===== src/rtl/gate_scan_pkg.sv =====
package gate_scan_pkg;

  localparam int unsigned NUM_GROUPS = 3;

  // Group an output belongs to for blanking (0-based index).
  function automatic int unsigned grp_of(input int unsigned idx);
    return idx % NUM_GROUPS;
  endfunction

  // Index of the stage that is last in scan order.
  function automatic int unsigned tail_idx(input logic fwd, input int unsigned n);
    return fwd ? n - 1 : 0;
  endfunction

endpackage


===== src/rtl/gate_scan_chain.sv =====
module gate_scan_chain #(
  parameter int unsigned STAGES = 256
) (
  input  logic              clk_i,
  input  logic              rst_ni,
  input  logic              dir_fwd_i,
  input  logic              entry_a_i,
  input  logic              entry_b_i,
  output logic [STAGES-1:0] stage_q
);

  logic [STAGES-1:0] stage_d;

  // Each stage picks its neighbour toward the entry end.
  for (genvar i = 0; i < STAGES; i++) begin : g_next
    logic from_lo;
    logic from_hi;
    if (i == 0) begin : g_lo_end
      assign from_lo = entry_a_i;
    end else begin : g_lo_mid
      assign from_lo = stage_q[i-1];
    end
    if (i == STAGES - 1) begin : g_hi_end
      assign from_hi = entry_b_i;
    end else begin : g_hi_mid
      assign from_hi = stage_q[i+1];
    end
    assign stage_d[i] = dir_fwd_i ? from_lo : from_hi;
  end

  always_ff @(posedge clk_i or negedge rst_ni) begin
    if (!rst_ni) stage_q <= '0;
    else         stage_q <= stage_d;
  end

  // forward entry and propagation
  p_entry_fwd_r2: assert property (@(posedge clk_i) disable iff (!rst_ni)
    dir_fwd_i |=> stage_q[0] == $past(entry_a_i));
  p_shift_fwd_r2: assert property (@(posedge clk_i) disable iff (!rst_ni)
    dir_fwd_i |=> stage_q[STAGES-1] == $past(stage_q[STAGES-2]));
  // reverse entry and propagation
  p_entry_rev_r3: assert property (@(posedge clk_i) disable iff (!rst_ni)
    !dir_fwd_i |=> stage_q[STAGES-1] == $past(entry_b_i));
  p_shift_rev_r3: assert property (@(posedge clk_i) disable iff (!rst_ni)
    !dir_fwd_i |=> stage_q[0] == $past(stage_q[1]));

endmodule


===== src/rtl/gate_scan_carry.sv =====
module gate_scan_carry #(
  parameter int unsigned STAGES = 256
) (
  input  logic              clk_i,
  input  logic              rst_ni,
  input  logic              dir_fwd_i,
  input  logic [STAGES-1:0] stage_i,
  output logic              carry_q
);
  import gate_scan_pkg::*;

  localparam int unsigned FWD_TAIL = tail_idx(1'b1, STAGES);
  localparam int unsigned REV_TAIL = tail_idx(1'b0, STAGES);

  logic tail_w;
  assign tail_w = dir_fwd_i ? stage_i[FWD_TAIL] : stage_i[REV_TAIL];

  // Falling-edge capture gives a pulse from fall N to fall N+1.
  always_ff @(negedge clk_i or negedge rst_ni) begin
    if (!rst_ni) carry_q <= 1'b0;
    else         carry_q <= tail_w;
  end

  // carry follows the tail one falling edge later
  p_carry_rise_r5: assert property (@(negedge clk_i) disable iff (!rst_ni)
    tail_w |=> carry_q);
  p_carry_fall_r5: assert property (@(negedge clk_i) disable iff (!rst_ni)
    !tail_w |=> !carry_q);

endmodule


===== src/rtl/gate_scan_gating.sv =====
module gate_scan_gating #(
  parameter int unsigned STAGES = 256
) (
  input  logic              clk_i,
  input  logic              rst_ni,
  input  logic [STAGES-1:0] stage_i,
  input  logic [2:0]        blank_grp_i,
  input  logic              all_on_ni,
  output logic [STAGES-1:0] gate_o
);
  import gate_scan_pkg::*;

  logic [STAGES-1:0] grp_mask [NUM_GROUPS];

  for (genvar g = 0; g < NUM_GROUPS; g++) begin : g_grp
    for (genvar i = 0; i < STAGES; i++) begin : g_bit
      assign grp_mask[g][i] = (grp_of(i) == g);
    end
  end

  for (genvar i = 0; i < STAGES; i++) begin : g_out
    localparam int unsigned GRP = grp_of(i);
    assign gate_o[i] = !all_on_ni | (stage_i[i] & !blank_grp_i[GRP]);
  end

  // all-on overrides everything
  p_all_on_r9: assert property (@(posedge clk_i) disable iff (!rst_ni)
    !all_on_ni |-> &gate_o);

  // a blanked group shows nothing
  for (genvar g = 0; g < NUM_GROUPS; g++) begin : g_chk
    p_blank_grp_r7: assert property (@(posedge clk_i) disable iff (!rst_ni)
      (blank_grp_i[g] && all_on_ni) |-> ((gate_o & grp_mask[g]) == '0));
  end

endmodule


===== src/rtl/gate_scan_driver.sv =====
module gate_scan_driver #(
  parameter int unsigned STAGES = 256
) (
  input  logic              clk_i,
  input  logic              rst_ni,
  input  logic              dir_fwd_i,
  input  logic              start_a_i,
  output logic              start_a_o,
  output logic              start_a_oe,
  input  logic              start_b_i,
  output logic              start_b_o,
  output logic              start_b_oe,
  input  logic [2:0]        blank_grp_i,
  input  logic              all_on_ni,
  output logic [STAGES-1:0] gate_o
);

  logic [STAGES-1:0] stage_w;
  logic              carry_w;

  gate_scan_chain #(.STAGES(STAGES)) u_chain (
    .clk_i     (clk_i),
    .rst_ni    (rst_ni),
    .dir_fwd_i (dir_fwd_i),
    .entry_a_i (start_a_i),
    .entry_b_i (start_b_i),
    .stage_q   (stage_w)
  );

  gate_scan_carry #(.STAGES(STAGES)) u_carry (
    .clk_i     (clk_i),
    .rst_ni    (rst_ni),
    .dir_fwd_i (dir_fwd_i),
    .stage_i   (stage_w),
    .carry_q   (carry_w)
  );

  gate_scan_gating #(.STAGES(STAGES)) u_gate (
    .clk_i       (clk_i),
    .rst_ni      (rst_ni),
    .stage_i     (stage_w),
    .blank_grp_i (blank_grp_i),
    .all_on_ni   (all_on_ni),
    .gate_o      (gate_o)
  );

  // The non-entry side drives the carry.
  assign start_b_oe = dir_fwd_i;
  assign start_a_oe = !dir_fwd_i;
  assign start_b_o  = dir_fwd_i & carry_w;
  assign start_a_o  = !dir_fwd_i & carry_w;

  // a lone pulse never splits into two active outputs when gating is off
  p_single_active_r4: assert property (@(posedge clk_i) disable iff (!rst_ni)
    (all_on_ni && blank_grp_i == 3'b000 && !start_a_i && !start_b_i
      && $countones(stage_w) <= 1) |=> $countones(gate_o) <= 1);

endmodule


===== config.mk =====
export PLATFORM = sky130hd
export DESIGN_NAME = gate_scan_driver
export DESIGN_NICKNAME = d
export VERILOG_FILES = /design/src/rtl/gate_scan_pkg.sv /design/src/rtl/gate_scan_chain.sv /design/src/rtl/gate_scan_carry.sv /design/src/rtl/gate_scan_gating.sv /design/src/rtl/gate_scan_driver.sv
export SDC_FILE = /design/constraint.sdc
export NUM_CORES = 1
export LEC_CHECK = 0
export BUFFER_PORTS_ARGS = -buffer_cell sky130_fd_sc_hd__buf_4
export CAP_MARGIN = 10
export CORE_MARGIN = 2
export CORE_UTILIZATION = 24
export CTS_CLUSTER_DIAMETER = 30
export DETAILED_ROUTE_END_ITERATION = 8
export GPL_ROUTABILITY_DRIVEN = 0
export SLEW_MARGIN = 20
export SYNTH_ARGS = -nofsm -noshare
export SYNTH_HDL_FRONTEND = slang
export SYNTH_SLANG_ARGS = --single-unit

===== constraint.sdc =====
create_clock -name clk_i -period 0.9 [get_ports clk_i]
set_input_delay 0.18 -clock clk_i [delete_from_list [all_inputs] [get_ports clk_i]]
set_output_delay 0.18 -clock clk_i [all_outputs]
set_load 0.02 [all_outputs]

After elaboration in Yosys (flattened, before gate mapping)
Index checks and enable logic that the tools add are counted.
Word-level totals
  register bits: 257
  input bits: 9
  output and inout bits: 260
  logic and storage cells: 778
Cells by class
  muxes and demuxes: 257
  bitwise gates (word level): 514
  reductions and logical operators: 5
Operators by type and width (number)
  bitwise AND 1 bit: 258
  two-way mux 1 bit: 257
  bitwise OR 1 bit: 256
  logical NOT 1 bit: 5

Depth between registers and ports, before layout
Gate-level depths: netlist of the first run.
  depth after elaboration: 3
  mapped depth: 5
  depth with buffers taken out: 2

By module
A second synthesis of the first run with hierarchy kept.
Second synthesis, totals
  cell total of the unflattened synthesis: 1113
  area, all modules: 12180.4 um^2
By module, submodules not included
  gate_scan_chain: times used 1, cells an instance 540, area each 9594.2 um^2, seq. area each 6406.1 um^2
  gate_scan_gating: times used 1, cells an instance 567, area each 2522.4 um^2, seq. area each 0.0 um^2
  gate_scan_carry: times used 1, cells an instance 2, area each 40.0 um^2, seq. area each 25.0 um^2
  gate_scan_driver: times used 1, cells an instance 4, area each 23.8 um^2, seq. area each 0.0 um^2

==> results of run 1 <==
-- metrics by stage --
stage / std cells / power, W / instance area [um^2] / hold WS [ns]
after floorplan: 1398 / 0.0205 / 13400 / -0.116
after global placement: 2350 / 0.0247 / 17300 / 0.0793
after detailed placement: 2350 / 0.0249 / 17300 / 0.0766
after CTS: 2700 / 0.0540 / 22500 / 0.0180
after global routing: 2781 / 0.0572 / 23300 / 0.0439
final: 2781 / 0.0547 / 23300 / 0.0430
-- cell usage after synthesis --
master      n
nor2b_1     1
buf_6       1
buf_4      24
clkbuf_2    1
mux2_2      1
o21ai_1   113
buf_2      14
clkbuf_1   73
dfrtp_1   256
inv_1     257
and2_1      1
o21ai_0   399
nand2_1   256
dfrtn_1     1
-- flip-flops by register name, indices dropped and copies added, names as in the netlist --
register,flops
u_carry.carry_q,1
u_chain.stage_q,256
-- worst max-delay path, delay by kind of cell, from the launching register on --
kind | cells | cell delay, ns
buffers and inverters | 1 | 0.12
and+or+nand+nor | 1 | 0.15
DFF | 1 | 0.42
-- worst max path at each step --
| stage | from | cells after the start | endpoint | slack, ns |
|---|---|---|---|---|
| after floorplan | u_carry.carry_q | 1 | start_b_o | -0.30 |
| after global placement | u_carry.carry_q | 2 | start_b_o | -0.40 |
| after detailed placement | u_carry.carry_q | 2 | start_b_o | -0.39 |
| after CTS | u_carry.carry_q | 2 | start_a_o | -0.98 |
| after global routing | u_carry.carry_q | 2 | start_a_o | -1.04 |
| final | u_carry.carry_q | 2 | start_a_o | -0.98 |
-- what timing repair did --
action	4_1_cts	5_1_grt
hold endpoints to repair	271	0
gates cloned	1	0
endpoints found under the setup margin	262	434
hold buffers	7	0
setup buffers	212	90
gates resized for setup	548	80
pin swaps	227	4
-- kinds of logic (layout without fill, tap and decap cells) --
group	Yosys count	in the layout	share of synthesized area, %
AO/OA/AOI/OAI	512	512	22.3
buffers and inverters	370	1138	13.1
flip-flops	257	257	56.0
multiplexers	1	1	0.0981
AND/OR/NAND/NOR	258	258	8.48
-- layer usage --
metal  track usage [%]  vias up  wire length [um]
met2              27.7      333             20800
met4              6.28        0               952
met1              20.5     5930             18000
met5                 0        -                 0
li1                  -     5920                 -
met3              4.84       74              2790
-- cell type report --
type                       count  share of cell area (%)
clock buffer                  99                    8.87
timing repair buffer         750                    31.3
clock inverter                32                    1.65
sequential                   257                    27.6
tap                          615                    3.31
multi-input combinational    771                    23.1
inverter                     257                    4.16
-- power by group --
group | internal (W) | leakage [nW] | switching (W)
clock | 0.0177 | 1.21 | 0.00764
combinational | 0.00733 | 6.05 | 0.00725
sequential | 0.0135 | 3.39 | 0.00137
total | 0.0385 | 10.7 | 0.0163
==> results by group, run 1 <==
Critical path
  – Launching element type of the critical path: flip-flop
  – Slack of the worst reg-to-reg path: -0.31 ns
  – Worst reg2reg endpoint: u_carry.carry_q
  – Source of the worst register-to-register timing path: u_chain.stage_q[255]
  – Critical path class: reg2out
  – Required @ worst endpoint: 0.72 ns
  – Critical Path Max Stage Delay: 0.42 ns
  – Worst-path cell with the longest stage delay: dfrtn_1
  – Worst path arrival time: 1.70 ns
  – Cells on worst reg2reg path: 3
  – Endpoint kind of the worst setup timing path: primary output
  – Maximum fanout along the worst path: 2
  – Cell Chain, Critical Path: nor2b_4 > buf_6

Route
  – Iteration count of the initial detailed-routing pass: 5
  – DRC marker count from the first detailed-route iteration: 547
  – Via density per instance: 4.41
  – Routed length per placed instance: 15.3 um
  – Overall routed net length: 42500 um
  – Via total after detailed routing: 12300
  – Number of design rule violations left after detail routing: 0
  – Antenna Nets Post-Route: 0

GRT
  – Total overflow reported by the global router: 0
  – Initial antenna violation count: 0
  – First-pass GRT wire length: 66000 um
  – Total Routing Usage GR: 16.7%
  – Vias in the first global route: 12700
  – Pin count of the biggest net entering global routing: 48

Floorplan
  – Initial Util: 24.2%
  – Horizontal die dimension: 223 um
  – Row count: 80
  – Num ports: 269
  – Floorplan die area: 49600 um^2
  – Area of the core region: 47400 um^2
  – Die height: 223 um

Synth
  – Yosys cell types: 14
  – Cell taking the most area after synthesis: dfrtp_1
  – Mapped Nets: 1407
  – Synth warn: 0
  – Top area cells in the synthesized netlist: dfrtp_1 (56%), o21ai_0 (17%), inv_1 (8.4%)
  – Instance count of the mapped netlist: 1398
  – Number of synthesized register bits: 257
  – Average size of a mapped cell: 8.21 um^2
  – Cell area after synthesis: 11500 um^2
  – Sequential cell area fraction in the yosys report: 56.0%
  – Share of Yosys cell area claimed by the top area cell type: 55.8%

Pwr
  – Power density normalized to cell area: 2350 nW/um^2
  – Max VDD drop: 0.00119 V
  – LEAKAGE: 10.7 nW

STA
  – Setup repair after global routing missed its margin: true
  – Layout Skew: 0.0278 ns
  – Worst Tran Pin Value: 0.560 ns
  – Worst slew margin relative to its limit: 62.7%
  – # setup viols final: 269
  – Number of pins with negative max-slew slack in the final report: 0
  – Total Negative Setup Slacks: -137.06 ns
  – Final Hold Vio Count: 0
  – Worst-case setup margin in the final layout: -0.985 ns

Clock network
  – Clock Sinks: 257
  – Clock latency at the later pin of the worst-skew pair: 0.58 ns
  – Worst-path clk slew: 0.05 ns
  – Cts bufs inserted: 73
  – TritonCTS clock tree: done
  – Total number of H-tree levels: 3
  – Cell at the root of the clock tree: clkbuf_16
  – Maximum count of clock buffers along a single path: 3

Place
  – Count of buffers inserted at the top-level ports: 268
  – Worst slack at placement: -0.391 ns
  – HPWL after detailed placement: 27500 um

Final layout
  – Fill count: 4211
  – Most common cell after layout, fill and taps aside: buf_4
  – Area taken by flip-flops and latches: 6430 um^2
  – Ant diodes: 0
  – Ratio of cells with drive above 1 in the final layout: 64.1%
  – Multi-input logic area: 5370 um^2
  – Growth of design area from synthesis to finish: 103%
  – Commonest cells after routing, fill and taps aside: buf_4 (424), buf_6 (270), dfrtp_1 (256)
  – NumNets Final: 2119
  – Final design utilization: 49.1%

Outcome
  – Result of the run: finished, violations left
  – Violations in the final reports: setup timing

Run
  – Max-capacitance violation count: 0

Worst hold path
  – Capture endpoint of the worst hold path: u_chain.stage_q[192]
  – Hold path cells: 4
  – HP Start: dir_fwd_i
  – Min-delay worst type: in2reg
No activity file was read; power rests on OpenSTA's default activity.
==> inputs of run 2 (changes only) <==
PLACE_DENSITY = 0.47   (was unset)
==> results by group, run 2 (synthesized netlist as in run 1, its figures left out) <==
Final layout
  – Non-filler instance count after layout: 2778
  – Ant diodes: 0
  – Design area: 23400 um^2
  – NumNets Final: 2116
  – Fill count: 4445
  – Multi-input logic area: 5440 um^2
  – Growth of design area from synthesis to finish: 104%
  – Area taken by flip-flops and latches: 6430 um^2
  – Most common cell after layout, fill and taps aside: buf_4
  – Flip-flop count of the largest register after layout: 256
  – Commonest cells after routing, fill and taps aside: buf_4 (420), buf_6 (271), dfrtp_1 (256)
  – Biggest regs: u_chain.stage_q x256, u_carry.carry_q x1
  – Ratio of cells with drive above 1 in the final layout: 64.9%
  – Largest reg by FF count: u_chain.stage_q

Critical path
  – Maximum fanout along the worst path: 2
  – Worst reg2reg endpoint: u_carry.carry_q
  – Worst path arrival time: 1.67 ns
  – Cells on worst reg2reg path: 3
  – Endpoint kind of the worst setup timing path: primary output
  – Launching element type of the critical path: flip-flop
  – Critical path class: reg2out
  – Slack of the worst reg-to-reg path: -0.36 ns
  – Source of the worst register-to-register timing path: u_chain.stage_q[255]
  – Setup crit start: u_carry.carry_q
  – Required @ worst endpoint: 0.72 ns
  – CP endpoint: start_b_o

Clock network
  – Maximum count of clock buffers along a single path: 3
  – Clock Sinks: 257
  – Worst-path clk slew: 0.04 ns
  – Cts bufs inserted: 72
  – TritonCTS clock tree: done
  – Cell at the root of the clock tree: clkbuf_16
  – Clock latency at the later pin of the worst-skew pair: 0.57 ns
  – Total number of H-tree levels: 3

Route
  – Iteration count of the initial detailed-routing pass: 5
  – Overall routed net length: 41900 um
  – Antenna Nets Post-Route: 0
  – Routed length per placed instance: 15.1 um
  – Number of design rule violations left after detail routing: 0
  – Via density per instance: 4.33
  – DRC marker count from the first detailed-route iteration: 549
  – Via total after detailed routing: 12000

Worst hold path
  – Min-delay worst type: in2reg
  – Hold path cells: 3

Floorplan
  – Area of the core region: 47400 um^2
  – Floorplan die area: 49600 um^2
  – Initial Util: 24.2%
  – Num ports: 269
  – Row count: 80
  – Horizontal die dimension: 223 um
  – Die height: 223 um

STA
  – Worst Tran Pin Value: 0.429 ns
  – Worst-case setup margin in the final layout: -0.953 ns
  – Total Negative Setup Slacks: -134.10 ns
  – # setup viols final: 264
  – Layout Skew: 0.0215 ns
  – Post-route worst hold slack: 0.0826 ns
  – Final Hold Vio Count: 0
  – Number of pins with negative max-slew slack in the final report: 0
  – Setup repair after global routing missed its margin: true
  – Worst slew margin relative to its limit: 71.4%

GRT
  – Initial antenna violation count: 0
  – Total overflow reported by the global router: 0
  – Pin count of the biggest net entering global routing: 69
  – First-pass GRT wire length: 65500 um
  – Vias in the first global route: 12300
  – Total Routing Usage GR: 16.7%

Place
  – Post-Place Cell Area: 17400 um^2
  – Count of buffers inserted at the top-level ports: 268
  – Placed Cells incl. Taps: 2358
  – HPWL after detailed placement: 28300 um
  – Worst slack at placement: -0.383 ns

Pwr
  – Max VDD drop: 0.00130 V
  – Power density normalized to cell area: 2360 nW/um^2
  – LEAKAGE: 10.7 nW

Outcome
  – Violations in the final reports: setup timing
  – Result of the run: finished, violations left

Run
  – Max-capacitance violation count: 0
==> run 2: changes by cell type in the layout (fill, tap and decap cells not counted), sizes merged <==
cell / change
bufbuf: +1
dlygate4sd3: -1
inv: -4
bufinv: +2
buf: -2
clkbuf: -7
clkinv: +2
clkinvlp: +6
==> run 2: worst min-delay path by stage <==
| stage | start | to | slack (ns) |
|---|---|---|---|
| after detailed placement | rst_ni | u_chain.stage_q[63] | -0.001 |
| after global routing | dir_fwd_i | u_chain.stage_q[245] | 0.07 |
| final | dir_fwd_i | u_chain.stage_q[245] | 0.08 |
| after global placement | rst_ni | u_chain.stage_q[63] | 0.0009 |
| after CTS | dir_fwd_i | u_chain.stage_q[245] | 0.05 |
| after floorplan | rst_ni | u_chain.stage_q[0] | -0.12 |
==> run 2: routing by layer <==
layer | vias to the layer above | routed length, um | global-route usage (%)
met5 | - | 0 | 0
li1 | 5930 | - | -
met2 | 250 | 19500 | 26.2
met4 | 0 | 964 | 5.26
met1 | 5766 | 19300 | 22.2
met3 | 71 | 2170 | 4.72
==> run 2: critical path: stages (launching register included) <==
cell and delay [ns]:
dfrtn_1 0.40, and2_2 0.15, buf_6 0.11
==> run 2: power by group <==
part           switching (W)  internal (W)
Combinational        0.00720       0.00739
Sequential           0.00132        0.0135
Clock                0.00761        0.0181
Total                 0.0161        0.0390
==> run 2: metrics by stage <==
stage	util, %	power (W)
floorplan	-	0.0205
global placement	36.6	0.0249
detailed placement	36.6	0.0250
CTS	47.4	0.0545
global route	49.3	0.0577
finish	49.3	0.0551
==> run 2: what timing repair did <==
item                                   in CTS  in global routing
pin swaps                                 227                  4
hold buffers                                5                  0
setup buffers                             199                 92
endpoints found under the hold margin     260                  0
cloned                                      2                  0
gates resized for setup                   548                109
setup endpoints to repair                 261                292
==> run 2: final cells by class <==
class / instances / share of cell area (%)
inverters: 257 / 4.13
clock inverters: 38 / 1.87
clock buffers: 92 / 8.72
multi-input cells: 771 / 23.2
repair buffers: 748 / 31.3
flip-flops and latches: 257 / 27.5
well taps: 615 / 3.29
==> inputs of run 3 (changes only) <==
ABC_AREA = 1   (was unset)
==> results by group, run 3 <==
Outcome
  – Result of the run: finished, violations left
  – Violations in the final reports: setup timing

Critical path
  – Critical Path Max Stage Delay: 0.43 ns
  – Slack of the worst reg-to-reg path: -0.32 ns
  – Worst-path cell with the longest stage delay: dfrtn_1
  – Delay-heaviest family, CP: flip-flops
  – Cells on worst reg2reg path: 3
  – Critical path class: reg2out
  – Launching element type of the critical path: flip-flop
  – Worst reg2reg endpoint: u_carry.carry_q
  – Required @ worst endpoint: 0.72 ns
  – Cell Chain, Critical Path: nand2_1 > inv_2 > buf_6
  – Maximum fanout along the worst path: 2
  – Worst path arrival time: 1.68 ns
  – Count of buffer and inverter cells on the critical path: 2
  – Source of the worst register-to-register timing path: u_chain.stage_q[255]
  – Endpoint kind of the worst setup timing path: primary output

STA
  – Worst Tran Pin Value: 0.381 ns
  – Worst-case setup margin in the final layout: -0.964 ns
  – Post-route worst hold slack: 0.0476 ns
  – # setup viols final: 275
  – Worst slew margin relative to its limit: 74.6%
  – Number of pins with negative max-slew slack in the final report: 0
  – Setup repair after global routing missed its margin: true
  – Layout Skew: 0.0134 ns
  – Total Negative Setup Slacks: -129.49 ns
  – Final Hold Vio Count: 0

Synth
  – Share of synthesized cell area in and, or, nand and nor gates: 40.2%
  – Parity-gate share of the synthesized area counting xor and xnor cells: 0%
  – Share of Yosys cell area claimed by the top area cell type: 53.4%
  – Mapped Nets: 1670
  – Instance count of the mapped netlist: 1661
  – Cell area after synthesis: 12000 um^2
  – Sequential cell area fraction in the yosys report: 53.6%
  – Yosys cell types: 11
  – Top-count cell post-synth: nand2_1
  – Number of enable flip-flop cells after synthesis: 0
  – Synth warn: 0
  – Top cells by instance count after synthesis: nand2_1 (1284), dfrtp_1 (256), buf_2 (72), buf_6 (26), clkbuf_1 (10)
  – Cell taking the most area after synthesis: dfrtp_1
  – Leading register cell type out of synthesis: dfrtp_1
  – Top area cells in the synthesized netlist: dfrtp_1 (53%), nand2_1 (40%), buf_2 (3.0%)
  – Share of synthesized cell area in full adder, half adder and majority cells: 0%
  – Complex-gate fraction of the synthesized area: 0%
  – Multiplexer area fraction after synthesis: 0%
  – Average size of a mapped cell: 7.23 um^2
  – FFs w/ async S/R, synth: 100%
  – Main combinational cell family by area after synthesis: simple AND/OR/NAND/NOR gates
  – Number of synthesized register bits: 257

Pwr
  – LEAKAGE: 12.1 nW
  – Overall power of the completed layout: 0.0420 W
  – Power density normalized to cell area: 1910 nW/um^2
  – Max VDD drop: 0.00115 V

Clock network
  – Cell at the root of the clock tree: clkbuf_16
  – Clock Sinks: 257
  – TritonCTS clock tree: done
  – Clock latency at the later pin of the worst-skew pair: 0.57 ns
  – Cts bufs inserted: 71
  – Maximum count of clock buffers along a single path: 3
  – Worst-path clk slew: 0.04 ns
  – Total number of H-tree levels: 3

GRT
  – Initial antenna violation count: 0
  – First-pass GRT wire length: 67500 um
  – Vias in the first global route: 13100
  – Total overflow reported by the global router: 0
  – Pin count of the biggest net entering global routing: 70
  – Total Routing Usage GR: 16.4%

Final layout
  – Ant diodes: 0
  – Most common cell after layout, fill and taps aside: nand2_1
  – Ratio of cells with drive above 1 in the final layout: 45.6%
  – Flip-flop count of the largest register after layout: 256
  – Largest reg by FF count: u_chain.stage_q
  – Growth of design area from synthesis to finish: 82.9%
  – NumNets Final: 2324
  – Design area: 22000 um^2
  – Biggest regs: u_chain.stage_q x256, u_carry.carry_q x1
  – Commonest cells after routing, fill and taps aside: nand2_1 (1020), buf_4 (364), buf_6 (291)

Route
  – Iteration count of the initial detailed-routing pass: 4
  – Overall routed net length: 43300 um
  – Routed length per placed instance: 14.3 um
  – DRC marker count from the first detailed-route iteration: 705
  – Via density per instance: 4.20
  – Number of design rule violations left after detail routing: 0
  – Via total after detailed routing: 12700
  – Antenna Nets Post-Route: 0

Floorplan
  – Floorplan die area: 51800 um^2
  – Initial Util: 24.4%
  – Row count: 81
  – Area of the core region: 49200 um^2
  – Horizontal die dimension: 228 um
  – Num ports: 269
  – Die height: 228 um

Worst hold path
  – Min-delay worst type: in2async

Run
  – Max-capacitance violation count: 0

Place
  – HPWL after detailed placement: 28800 um
  – Post-Place Cell Area: 16600 um^2
  – Count of buffers inserted at the top-level ports: 268
==> run 3: cell types whose count changed after synthesis, moves of 19 or more <==
| cell | delta |
|---|---|
| nand2_1 | +1028 |
| o21ai_0 | -399 |
| inv_1 | -253 |
| o21ai_1 | -113 |
| clkbuf_1 | -63 |
| buf_2 | +58 |
| buf_6 | +25 |
| buf_4 | -19 |
==> run 3: area by class of cell <==
type / count / area (um^2)
fill: 4884 / 27200
tap: 664 / 831
clock inverter: 31 / 374
sequential: 257 / 6430
timing repair buffer: 694 / 6740
multi-input combinational: 1285 / 5510
inverter: 6 / 33.8
clock buffer: 97 / 2040
==> run 3: cell families after synthesis <==
| family | after synthesis |
|---|---|
| buffers and inverters | 119 |
| flip-flops | 257 |
| AND/OR/NAND/NOR | 1285 |
==> run 3: power by group <==
part	switching [W]	internal [W]
clock network	0.00753	0.0175
registers	0.000127	0.0117
logic	0.00285	0.00226
==> run 3: per-stage QoR <==
stage	std cells	setup WS (ns)	util [%]
after floorplan	1661	-0.305	-
final	3034	-0.964	44.7
after CTS	2967	-0.993	43.0
after global routing	3034	-1.01	44.7
after global placement	2702	-0.431	33.7
after detailed placement	2702	-0.418	33.7
==> run 3: routing by layer <==
layer | part of all wire (%) | vias up | GRT usage, %
met5 | 0 | - | 0
met4 | 2.9 | 0 | 6.81
met3 | 4.0 | 79 | 3.21
met2 | 49 | 279 | 27.5
met1 | 44 | 6116 | 20.7
li1 | - | 6270 | -
==> run 3: worst max path at each step <==
stage,start,to,slack [ns],cells after the start
floorplan,u_carry.carry_q,start_a_o,-0.31,2
global placement,u_carry.carry_q,start_a_o,-0.43,3
detailed placement,u_carry.carry_q,start_a_o,-0.42,3
CTS,u_carry.carry_q,start_b_o,-0.99,3
global route,u_carry.carry_q,start_b_o,-1.01,3
finish,u_carry.carry_q,start_b_o,-0.96,3
==> run 3: timing repair <==
| item | CTS | global route |
|---|---|---|
| setup endpoints to repair | 261 | 276 |
| pin swaps | 45 | 34 |
| endpoints found under the hold margin | 259 | 0 |
| setup buffers | 134 | 72 |
| hold buffers | 4 | 0 |
| gates resized for setup | 315 | 109 |
==> run 3: worst reg2reg max path: stages (launching register included) <==
cell and delay, ns:
dfrtp_1 0.39, buf_6 0.13, nand2_4 0.05, nand2_4 0.05
